===== config.mk =====
export PLATFORM = sky130hd
export DESIGN_NAME = desc_ring_mgr
export DESIGN_NICKNAME = d
export VERILOG_FILES = /design/src/rtl/desc_ring_mgr.sv
export SDC_FILE = /design/constraint.sdc
export NUM_CORES = 1
export LEC_CHECK = 0
export ABC_AREA = 1
export CORE_MARGIN = 3
export CORE_UTILIZATION = 55
export DETAILED_ROUTE_END_ITERATION = 8
export DONT_BUFFER_PORTS = 1
export PLACE_DENSITY = 0.7
export REMOVE_ABC_BUFFERS = 1
export SYNTH_ARGS = -nofsm -noshare
export SYNTH_HDL_FRONTEND = slang
export SYNTH_SLANG_ARGS = --single-unit
export TNS_END_PERCENT = 5

===== constraint.sdc =====
create_clock -name clk -period 3.5 [get_ports clk]
set_input_delay 0.7 -clock clk [delete_from_list [all_inputs] [get_ports clk]]
set_output_delay 0.7 -clock clk [all_outputs]
set_load 0.01 [all_outputs]

===== src/rtl/desc_ring_mgr.sv =====
module desc_ring_mgr #(
  parameter int POLL_CYCLES = 256,
  parameter int PTR_W       = 9
) (
  input  logic        clk,
  input  logic        rst_n,
  input  logic        init,
  input  logic [31:0] tx_base,
  input  logic [31:0] rx_base,
  input  logic [3:0]  tx_log2,
  input  logic [3:0]  rx_log2,
  input  logic        tx_demand,
  input  logic        tx_cmpl,
  input  logic        rx_frame,
  input  logic [11:0] rx_len,
  output logic        mem_req,
  output logic        mem_we,
  output logic [31:0] mem_addr,
  output logic [31:0] mem_wdata,
  input  logic [31:0] mem_rdata,
  output logic        tx_req,
  output logic [31:0] tx_addr,
  output logic [11:0] tx_len,
  output logic        tx_sop,
  output logic        tx_eop,
  output logic        tx_done,
  output logic        rx_done,
  output logic        rx_miss
);
  localparam int TW = $clog2(POLL_CYCLES + 1);

  typedef enum logic [3:0] {
    S_IDLE, S_TRD1, S_TCHK, S_TRD0, S_TGET, S_TWB,
    S_RRD1, S_RCHK, S_RLEN, S_RWB
  } st_t;

  st_t st;
  logic             armed, tx_active, wb_p, dmd_p, rx_p;
  logic [31:0]      txb, rxb, tw1, rw1, taddr_q;
  logic [3:0]       txl, rxl;
  logic [PTR_W-1:0] tptr, rptr;
  logic [11:0]      rlen_q;
  logic [TW-1:0]    timer;

  wire [PTR_W-1:0] tmask = PTR_W'((32'd1 << txl) - 32'd1);
  wire [PTR_W-1:0] rmask = PTR_W'((32'd1 << rxl) - 32'd1);
  wire [31:0] tdesc = txb + {{(28-PTR_W){1'b0}}, tptr, 4'b0000};
  wire [31:0] rdesc = rxb + {{(28-PTR_W){1'b0}}, rptr, 4'b0000};
  wire        poll_due = !tx_active && !wb_p && (dmd_p || timer == '0);

  assign tx_req  = tx_active;
  assign tx_addr = taddr_q;
  assign tx_len  = ~tw1[11:0] + 12'd1;
  assign tx_sop  = tw1[25];
  assign tx_eop  = tw1[24];
  assign tx_done = (st == S_TWB);
  assign rx_done = (st == S_RWB);
  assign rx_miss = (st == S_RCHK) && !mem_rdata[31];

  always_comb begin
    mem_req   = 1'b0;
    mem_we    = 1'b0;
    mem_addr  = '0;
    mem_wdata = '0;
    case (st)
      S_TRD1: begin mem_req = 1'b1; mem_addr = tdesc + 32'd4; end
      S_TRD0: begin mem_req = 1'b1; mem_addr = tdesc; end
      S_TWB:  begin mem_req = 1'b1; mem_we = 1'b1; mem_addr = tdesc + 32'd4;
                    mem_wdata = {1'b0, tw1[30:0]}; end
      S_RRD1: begin mem_req = 1'b1; mem_addr = rdesc + 32'd4; end
      S_RLEN: begin mem_req = 1'b1; mem_we = 1'b1; mem_addr = rdesc + 32'd8;
                    mem_wdata = {20'h0, rlen_q}; end
      S_RWB:  begin mem_req = 1'b1; mem_we = 1'b1; mem_addr = rdesc + 32'd4;
                    mem_wdata = {1'b0, rw1[30:0]}; end
      default: ;
    endcase
  end

  always_ff @(posedge clk or negedge rst_n) begin
    if (!rst_n) begin
      st <= S_IDLE; armed <= 1'b0; tx_active <= 1'b0; wb_p <= 1'b0;
      dmd_p <= 1'b0; rx_p <= 1'b0; txb <= '0; rxb <= '0; tw1 <= '0;
      rw1 <= '0; taddr_q <= '0; txl <= '0; rxl <= '0; tptr <= '0;
      rptr <= '0; rlen_q <= '0; timer <= TW'(POLL_CYCLES);
    end else if (init) begin
      st <= S_IDLE; armed <= 1'b1; tx_active <= 1'b0; wb_p <= 1'b0;
      dmd_p <= 1'b0; rx_p <= 1'b0; txb <= tx_base; rxb <= rx_base;
      txl <= tx_log2; rxl <= rx_log2; tptr <= '0; rptr <= '0;
      timer <= TW'(POLL_CYCLES);
    end else begin
      if (armed && !tx_active && timer != '0) timer <= timer - 1'b1;
      case (st)
        S_IDLE: if (armed) begin
          if (rx_p) begin
            rx_p <= 1'b0; st <= S_RRD1;
          end else if (wb_p) begin
            st <= S_TWB;
          end else if (poll_due) begin
            dmd_p <= 1'b0; timer <= TW'(POLL_CYCLES); st <= S_TRD1;
          end
        end
        S_TRD1: st <= S_TCHK;
        S_TCHK: if (mem_rdata[31]) begin
          tw1 <= mem_rdata; st <= S_TRD0;
        end else st <= S_IDLE;
        S_TRD0: st <= S_TGET;
        S_TGET: begin taddr_q <= mem_rdata; tx_active <= 1'b1; st <= S_IDLE; end
        S_TWB:  begin tptr <= (tptr + 1'b1) & tmask; wb_p <= 1'b0; st <= S_IDLE; end
        S_RRD1: st <= S_RCHK;
        S_RCHK: if (mem_rdata[31]) begin
          rw1 <= mem_rdata; st <= S_RLEN;
        end else st <= S_IDLE;
        S_RLEN: st <= S_RWB;
        S_RWB:  begin rptr <= (rptr + 1'b1) & rmask; st <= S_IDLE; end
        default: st <= S_IDLE;
      endcase
      if (tx_cmpl && tx_active) begin tx_active <= 1'b0; wb_p <= 1'b1; end
      if (tx_demand) dmd_p <= 1'b1;
      if (rx_frame) begin rx_p <= 1'b1; rlen_q <= rx_len; end
    end
  end
endmodule


-- After elaboration in Yosys (flattened, before gate mapping)
Cells that the tools add are included.
- add/sub/neg operators: 11
- equal/unequal tests: 13
- shift-type cells: 2
- multiplexer cells: 40
- bitwise operators: 4
- reductions and logical operators: 33
- operators by type and width (cell ; number):
    $pmux 32 s4 ; 1
    $mux 9 ; 11
    $pmux 31 s3 ; 1
    $add 32x13->32 ; 2
    $add 32x3->32 const B ; 2
    $add 32x4->32 const B ; 1
    $pmux 4 s7 ; 1
    $sub 9x1->9 const B ; 3
    $mux 4 ; 6
    $reduce_bool 3->1 ; 7
    $mux 1 ; 19
    $add 9x1->9 const B ; 2
    $and 9x9->9 ; 2
    $shl 1x4->9 const A ; 2
    $eq 4x3->1 const B ; 4
    $add 12x1->12 const B ; 1
    $not 12->12 ; 1
    $logic_not 9->1 ; 1
    $ne 3x3->1 const B ; 3
    $reduce_bool 9->1 ; 1
    $eq 4x2->1 const B ; 2
    $eq 4x4->1 const B ; 2
    $reduce_and 2->1 ; 4
    $logic_and 1x1->1 ; 6
    other kinds (13) ; 18
- register bits after elaboration: 214
- bits of input ports: 122
- output and inout port bits: 116
- word-level logic and storage cells: 120

-- Longest topological paths before layout
Gate-level depths: netlist of run 1.
- word-level depth: 10
- depth in mapped cells: 22
- mapped depth without buffers: 21

-- Least setup slack after synthesis of run 1
No wires, ideal clock.
- kind: reg2out
- start point: register rptr[0]
- end point: output port mem_addr[25]
- data arrival time: 2.596 ns
- setup slack: 0.204 ns
- cell stages (with the launch flop): 18
- cell sequence: dfrtp_1 -> ha_1 -> fa_1 -> xor2_1 -> inv_1 -> nor2_1 -> nand2_1 -> nor2_2 -> nand3_1 -> nor2_2 -> nand3_2 -> nor2_4 -> nand3_1 -> nand2_1 -> nand3_1 -> nand2_1 -> inv_1 -> nand2_1
- longest elaborated chain between the ends: 3
- elaborated cells on any way between the ends: 4
- those cells by class: add/sub (3); mux (1)
- RTL lines (what ; line ; source):
    start, declared ; 41 ; logic [PTR_W-1:0] tptr, rptr;
    start signal, assigned ; 84 ; rptr <= '0; rlen_q <= '0; timer <= TW'(POLL_CYCLES);
    start signal, assigned ; 88 ; txl <= tx_log2; rxl <= rx_log2; tptr <= '0; rptr <= '0;
    start signal, assigned ; 114 ; S_RWB: begin rptr <= (rptr + 1'b1) & rmask; st <= S_IDLE; end
    $add 32x13->32 (*) ; 48 ; wire [31:0] rdesc = rxb + {{(28-PTR_W){1'b0}}, rptr, 4'b0000};
    $add 32x3->32 / $add 32x4->32 (equally long branches) ; 70, 73, 71 ;
    $pmux 32 s4 (*) ; 65 ; case (st)
    end, declared ; 18 ; output logic [31:0] mem_addr,
Every way passes the cells marked *; elsewhere a longest branch is shown, timed or not.

-- Worst setup path in the final report of run 1
- start point: register rptr[0]
- end point: output port mem_addr[18]
The elaborated chain is that of the path after synthesis.

==> results.py, run 1 <==
metrics = {
    "status": {
        "outcome": "finished, violations left",
        "violations": "hold timing, setup timing",
    },
    "clocking": {
        "cts_buffers": 24,
        "clk_path_buf_depth": 3,
        "clock_sinks": 214,
        "h-tree-depth": 1,
        "cts_root_buf": "clkbuf_16",
        "cts_tree": "done",
        "clk_transition_reported_paths_ns": 0.07,
        "clk_latency_ns": 0.53,
    },
    "finish": {
        "layout-drive-gt1-share_pct": 20.4,
        "final_cell_mix": "791 x nand2_1, 245 x inv_1, 215 x nand3_1",
        "syn_to_final_growth_pct": 22.8,
        "antennaDiodeCount": 0,
        "nets": 2624,
        "final_common_cell": "nand2_1",
        "final_cell_count_no_fill": 2826,
    },
    "sta": {
        "tns_ns": -9.87,
        "min_period_over_period_pct": 114,
        "maxSlewHeadroom_pct": 31.4,
        "min_period_ns": 4.00,
        "finalHoldViolations": 187,
        "rsz0062_at_grt": "yes",
        "fmax_mhz": 250,
        "setup_slack_ns": -0.505,
        "tightest_slew_ns": 1.02,
        "skew_ns": 0.0130,
        "setup_viol": 24,
        "holdWs_ns": -0.143,
        "finalMaxSlewViolations": 0,
    },
    "grt": {
        "gr-usage-met1_pct": 43.4,
        "grt_busiest_layer": "met2",
        "first_global_vias": 15300,
        "grt_util_all_layers_pct": 33.9,
        "overflow": 0,
        "grt_antenna_before_repair": 0,
        "grt_pass1_wl_mm": 79.1,
        "grt_use_met2_pct": 57.5,
        "grt_max_degree": 215,
        "grtUsageMet3_pct": 6.02,
    },
    "placed_design": {
        "hpwl_mm": 38.5,
        "dpl.cell_count": 2748,
        "io_buffers": 0,
        "gp_congestion": 1.04,
    },
    "logic_synthesis": {
        "synth_top_family_by_area": "simple AND/OR/NAND/NOR gates",
        "ys_seq_area_share_pct": 35.5,
        "synth_simple_gate_area_share_pct": 39.8,
        "syn_area_per_cell_sq_um": 6.50,
        "ys_warn_count": 0,
        "syn_area_sq_um": 15100,
        "synth_top_cell_area_share_pct": 35.4,
        "async_reset_ff_share_pct": 100,
        "synth_fa_ha_area_share_pct": 2.42,
        "synth-compound-area-share_pct": 10.7,
        "synth.ff_latch_count": 214,
        "synthTopCellsByArea": "dfrtp_1 35%, nand2_1 22%, nand3_1 8.3%",
        "synth_cell_types": 55,
        "synth_edf_count": 0,
        "synth_ff_type": "dfrtp_1",
        "synth_xor_area_share_pct": 2.09,
        "synth.mux.area_fraction_pct": 0.896,
        "synthCells": 2319,
        "synth.largest_area_cell": "dfrtp_1",
    },
    "drt": {
        "drt_iter0_markers": 1609,
        "routed_wl_mm": 52.2,
        "via_count": 16400,
        "wl_per_cell_um": 18.5,
        "vias_per_cell": 5.80,
        "postRouteAntennaNets": 0,
        "route.detailed.drc": 0,
        "dr.pass1.iters": 6,
    },
    "floorplanning": {
        "die-width_um": 172,
        "io_pins": 238,
        "initial_utilization_pct": 56.9,
        "num_rows": 59,
        "fp.dieArea_sq_um": 29400,
        "chipHeight_um": 172,
        "fp.coreArea_sq_um": 26500,
    },
    "pwr": {
        "p_clk_share_pct": 31.4,
        "p_leak_nw": 9.24,
        "p_seq_share_pct": 40.2,
        "swShare_pct": 36.5,
        "power-per-cell-area_nw_per_um2": 469,
        "pwr-share-comb_pct": 28.4,
        "power.switching_mw": 3.17,
        "power.internal_mw": 5.51,
        "irDropWorstVdd_v": 0.000469,
        "power_mw": 8.67,
    },
    "hold_path": {
        "hold_path.class": "in2async",
    },
    "worst_setup_path": {
        "cp.arrival_ns": 3.30,
        "worstPathRequired_ns": 2.80,
        "cp_max_fo": 4,
        "path_class": "reg2out",
        "cp-start-kind": "register",
        "setup.worst_path.end_class": "output port",
        "r2r_slack_ns": 1.32,
    },
    "run": {
        "maxCapViolations": 0,
    },
}
==> worst max-delay path: stages (launching register included) <==
cell and delay [ns]:
dfrtp_1 0.41, ha_4 0.18, fa_2 0.43, xor2_2 0.23
inv_2 0.10, nor2_4 0.11, nand2_2 0.09, nor2_4 0.13
nand3_2 0.13, nor2_4 0.19, nand3_4 0.10, nor2_4 0.11
a21oi_1 0.08, nand2_1 0.08, nand2_1 0.04, o21bai_2 0.20
buf_4 0.16
==> per-stage QoR <==
| stage | cell area [sq um] | setup WS, ns | util, % |
|---|---|---|---|
| 2_1_floorplan | 14800 | 0.148 | - |
| 3_3_place_gp | 16400 | -0.158 | 62.0 |
| 3_5_place_dp | 16400 | -0.206 | 62.0 |
| 4_1_cts | 17800 | -0.498 | 67.0 |
| 5_1_grt | 18500 | -0.643 | 69.8 |
| 6_report | 18500 | -0.505 | 69.8 |
==> layer usage <==
metal,vias to the layer above,wire [um],part of all wire [%]
li1,7768,-,-
met1,7696,20900,40
met2,775,24900,48
met3,138,4210,8.1
met4,0,2220,4.3
met5,-,0,0
==> power by group through the flow <==
stage / logic (mW) / clock network [mW] / registers [mW]
floorplan: 1.55 / 0 / 3.38
global placement: 2.19 / 0 / 3.49
detailed placement: 2.25 / 0 / 3.50
CTS: 2.33 / 2.75 / 3.47
global route: 2.72 / 2.86 / 3.55
finish: 2.46 / 2.72 / 3.49
==> sequential cells by signal, indices dropped and copies added, names as in the netlist, 4 cells and up <==
name,flops
st,4
txb,32
rw1,31
rxl,4
tx_addr,32
timer,9
tptr,9
txl,4
tw1,31
rlen_q,12
rptr,9
rxb,32
==> kinds of logic after synthesis <==
| group | Yosys count |
|---|---|
| adder cells (fa/ha/maj) | 28 |
| XOR/XNOR | 36 |
| buffers and inverters | 327 |
| AO/OA/AOI/OAI | 286 |
| other | 1 |
| AND/OR/NAND/NOR | 1415 |
| flip-flops | 214 |
| multiplexers | 12 |
==> final timing paths <==
path                                        to           startpoint  depth (start not counted)
min                        rxb[31]$_DFFE_PN0P_                rst_n                          0
max in group asynchronous  txb[30]$_DFFE_PN0P_                rst_n                          0
min in group clk           rxb[31]$_DFFE_PN0P_          rx_base[31]                          2
max                               mem_addr[18]  rptr[0]$_DFFE_PN0P_                         16
max reg2reg                 timer[7]$_DFF_PN0_   timer[0]$_DFF_PN0_                         12
min reg2reg                rw1[23]$_DFFE_PN0P_  rw1[23]$_DFFE_PN0P_                          2
==> cells in the mapped netlist, types with 7 or more instances <==
| library cell | instances |
|---|---|
| clkbuf_1 | 48 |
| nand2_1 | 873 |
| o21ai_0 | 194 |
| xnor2_1 | 11 |
| nand2_2 | 14 |
| mux2_2 | 12 |
| inv_2 | 8 |
| buf_4 | 7 |
| nor2_1 | 180 |
| ha_1 | 26 |
| a21oi_1 | 32 |
| inv_1 | 251 |
| nor3_1 | 25 |
| nor2_2 | 11 |
| nand4_1 | 26 |
| xor2_1 | 25 |
| nand3_2 | 7 |
| a22o_1 | 19 |
| dfrtp_1 | 213 |
| nand3_1 | 249 |
| o211ai_1 | 10 |
==> cell type report <==
type / instances / area, sq um
fill: 2253 / 7990
tap: 335 / 419
clock buffer: 29 / 661
multi-input combinational: 1779 / 9410
sequential: 214 / 5360
inverter: 262 / 991
clock inverter: 14 / 188
timing repair buffer: 193 / 1480
==> timing repair <==
| item | 4_1_cts | 5_1_grt |
|---|---|---|
| hold endpoints to repair | 213 | 213 |
| buffers inserted | 14 | 20 |
| gates cloned | 1 | 0 |
| setup endpoints to repair | 27 | 29 |
| resized for setup | 95 | 155 |
| pin swaps | 30 | 56 |
Power figures use the tool's default switching activity.
==> inputs of run 2 (changes only) <==
--- a/config.mk
+++ b/config.mk
@@ -7,4 +7,5 @@
 export LEC_CHECK = 0
 export ABC_AREA = 1
+export CAP_MARGIN = 10
 export CORE_MARGIN = 3
 export CORE_UTILIZATION = 55
==> constraint.sdc (replaced) <==
create_clock -name clk -period 3.5 [get_ports clk]
set_input_delay 0.7 -clock clk [delete_from_list [all_inputs] [get_ports clk]]
set_output_delay 0.7 -clock clk [all_outputs]
set_load 0.005 [all_outputs]
==> run 2 against run 1 <==
The flow still finishes with violations (hold timing, setup timing). Flip-flop and latch count did not move. Die area did not move. Highest routed layer unchanged. Register-to-register slack barely moved. Sequential power fell by 2%. Cell area fell by 0.46%. Fmax fell by 0.29%. Final cell count fell by 1.2%. Critical path depth rose by 1. Sequential share of layout area rose by 0.11 points. Clock power fell by 3%. Non-clock buffer count fell by 32. Core utilization fell by 0.32 points.
==> results.py, run 2 (synthesized netlist as in run 1, its figures left out) <==
metrics = {
    "sta": {
        "min_period_over_period_pct": 115,
        "skew_ns": 0.00479,
        "holdWs_ns": -0.162,
        "min_period_ns": 4.02,
        "rsz0062_at_grt": "yes",
        "setup_slack_ns": -0.516,
        "fmax_mhz": 249,
        "setup_viol": 27,
        "finalMaxSlewViolations": 0,
        "tightest_slew_ns": 1.02,
        "maxSlewHeadroom_pct": 31.8,
        "tns_ns": -9.37,
        "finalHoldViolations": 202,
    },
    "worst_setup_path": {
        "path_class": "reg2out",
        "worstPathRequired_ns": 2.80,
        "cp.arrival_ns": 3.32,
        "setup.worst_path.end_class": "output port",
        "cp_max_fo": 4,
        "cp-start-kind": "register",
    },
    "clocking": {
        "cts_root_buf": "clkbuf_16",
        "cts_tree": "done",
        "cts_buffers": 24,
        "clock_sinks": 214,
        "clk_latency_ns": 0.54,
        "clk_transition_reported_paths_ns": 0.07,
        "clk_path_buf_depth": 3,
        "h-tree-depth": 1,
    },
    "drt": {
        "routed_wl_mm": 51.9,
        "wl_per_cell_um": 18.6,
        "route.detailed.drc": 0,
        "dr.pass1.iters": 6,
        "vias_per_cell": 5.80,
        "via_count": 16200,
        "postRouteAntennaNets": 0,
        "drt_iter0_markers": 1579,
    },
    "status": {
        "violations": "hold timing, setup timing",
        "outcome": "finished, violations left",
    },
    "placed_design": {
        "placed_area_sq_um": 16200,
        "hpwl_mm": 38.4,
        "gp_congestion": 1.02,
        "pre_cts_slack_ns": -0.208,
        "io_buffers": 0,
        "dpl.cell_count": 2713,
    },
    "grt": {
        "overflow": 0,
        "first_global_vias": 15200,
        "grt_pass1_wl_mm": 78.5,
        "grt_antenna_before_repair": 0,
        "grt_max_degree": 215,
        "grt_util_all_layers_pct": 33.5,
    },
    "floorplanning": {
        "io_pins": 238,
        "die-width_um": 172,
        "chipHeight_um": 172,
        "num_rows": 59,
        "fp.dieArea_sq_um": 29400,
        "fp.coreArea_sq_um": 26500,
        "initial_utilization_pct": 56.9,
    },
    "finish": {
        "antennaDiodeCount": 0,
        "layout-drive-gt1-share_pct": 21.2,
        "nets": 2591,
        "final_cell_mix": "773 x nand2_1, 244 x inv_1, 212 x dfrtp_1",
        "final_common_cell": "nand2_1",
        "stdcell_area_sq_um": 18400,
        "syn_to_final_growth_pct": 22.2,
        "final_cell_count_no_fill": 2793,
    },
    "hold_path": {
        "hold_path.class": "in2async",
    },
    "pwr": {
        "irDropWorstVdd_v": 0.000500,
        "power-per-cell-area_nw_per_um2": 455,
        "p_leak_nw": 9.09,
    },
    "run": {
        "maxCapViolations": 0,
    },
}
==> run 2: cell types whose count changed in the layout (fill, tap and decap cells not counted), moves of 5 or more <==
cell	before	now
buf_4	189	156
nand2_1	791	773
nand2_2	87	102
nor2_1	133	121
nand3_2	33	43
nor2_2	34	44
nand3_1	215	206
ha_1	14	9
==> run 2: final timing paths <==
| path | startpoint | slack, ns | depth (start not counted) | to |
|---|---|---|---|---|
| worst max-delay path | rptr[0]$_DFFE_PN0P_ | -0.52 | 17 | mem_addr[13] |
| worst min-delay path | rst_n | -0.16 | 0 | rxb[31]$_DFFE_PN0P_ |
| worst max register to register | timer[0]$_DFF_PN0_ | 1.31 | 12 | timer[7]$_DFF_PN0_ |
| worst min register to register | rw1[29]$_DFFE_PN0P_ | 0.49 | 2 | rw1[29]$_DFFE_PN0P_ |
| max in group asynchronous | rst_n | 3.07 | 0 | txb[21]$_DFFE_PN0P_ |
| min in group clk | init | 0.25 | 1 | rxb[20]$_DFFE_PN0P_ |
==> run 2: report_power, final <==
group          internal [mW]  total (mW)  leakage [nW]  switching [mW]
Clock                   1.53        2.64         0.410            1.11
Sequential              2.97        3.42          2.73           0.455
Combinational          0.843        2.31          5.95            1.47
Total                   5.34        8.37          9.09            3.03
==> run 2: routing by layer <==
metal  share of wire (%)  wire [um]  track usage (%)
met1                  40      20500             42.3
met2                  48      24900             57.0
met3                 7.5       3880             6.14
met4                 5.1       2630             13.5
met5                   0          0                0
==> run 2: timing repair <==
action | in CTS | in global routing
pin swaps | 22 | 82
setup buffers | 18 | 19
endpoints found under the hold margin | 213 | 213
setup endpoints to repair | 26 | 29
resized for setup | 79 | 218
==> run 2: final cells by class <==
cell class	count	area [sq um]
sequential	214	5360
clock buffer	31	677
inverter	262	988
tap	335	419
multi-input combinational	1778	9590
timing repair buffer	161	1240
clock inverter	12	146
fill	2213	8080
==> run 2: worst max-delay path, cell delays in order, from the launching register on <==
cell and delay, ns:
dfrtp_1 0.38, ha_2 0.20, fa_2 0.40, buf_6 0.15, nand3_2 0.07, nand3_1 0.09
nand2_2 0.12, nand2_1 0.11, nand2_2 0.09, nand2_2 0.10, nor2_4 0.15, buf_4 0.12
nand2_1 0.04, nor2_1 0.08, buf_4 0.14, xor2_2 0.17, nand2_1 0.08, o211ai_1 0.28
==> run 2: through the flow <==
step	util (%)	power [mW]
after detailed placement	60.9	5.54
final	69.5	8.37
after floorplan	-	4.78
after CTS	65.8	8.24
after global placement	60.9	5.46
after global routing	69.5	8.79
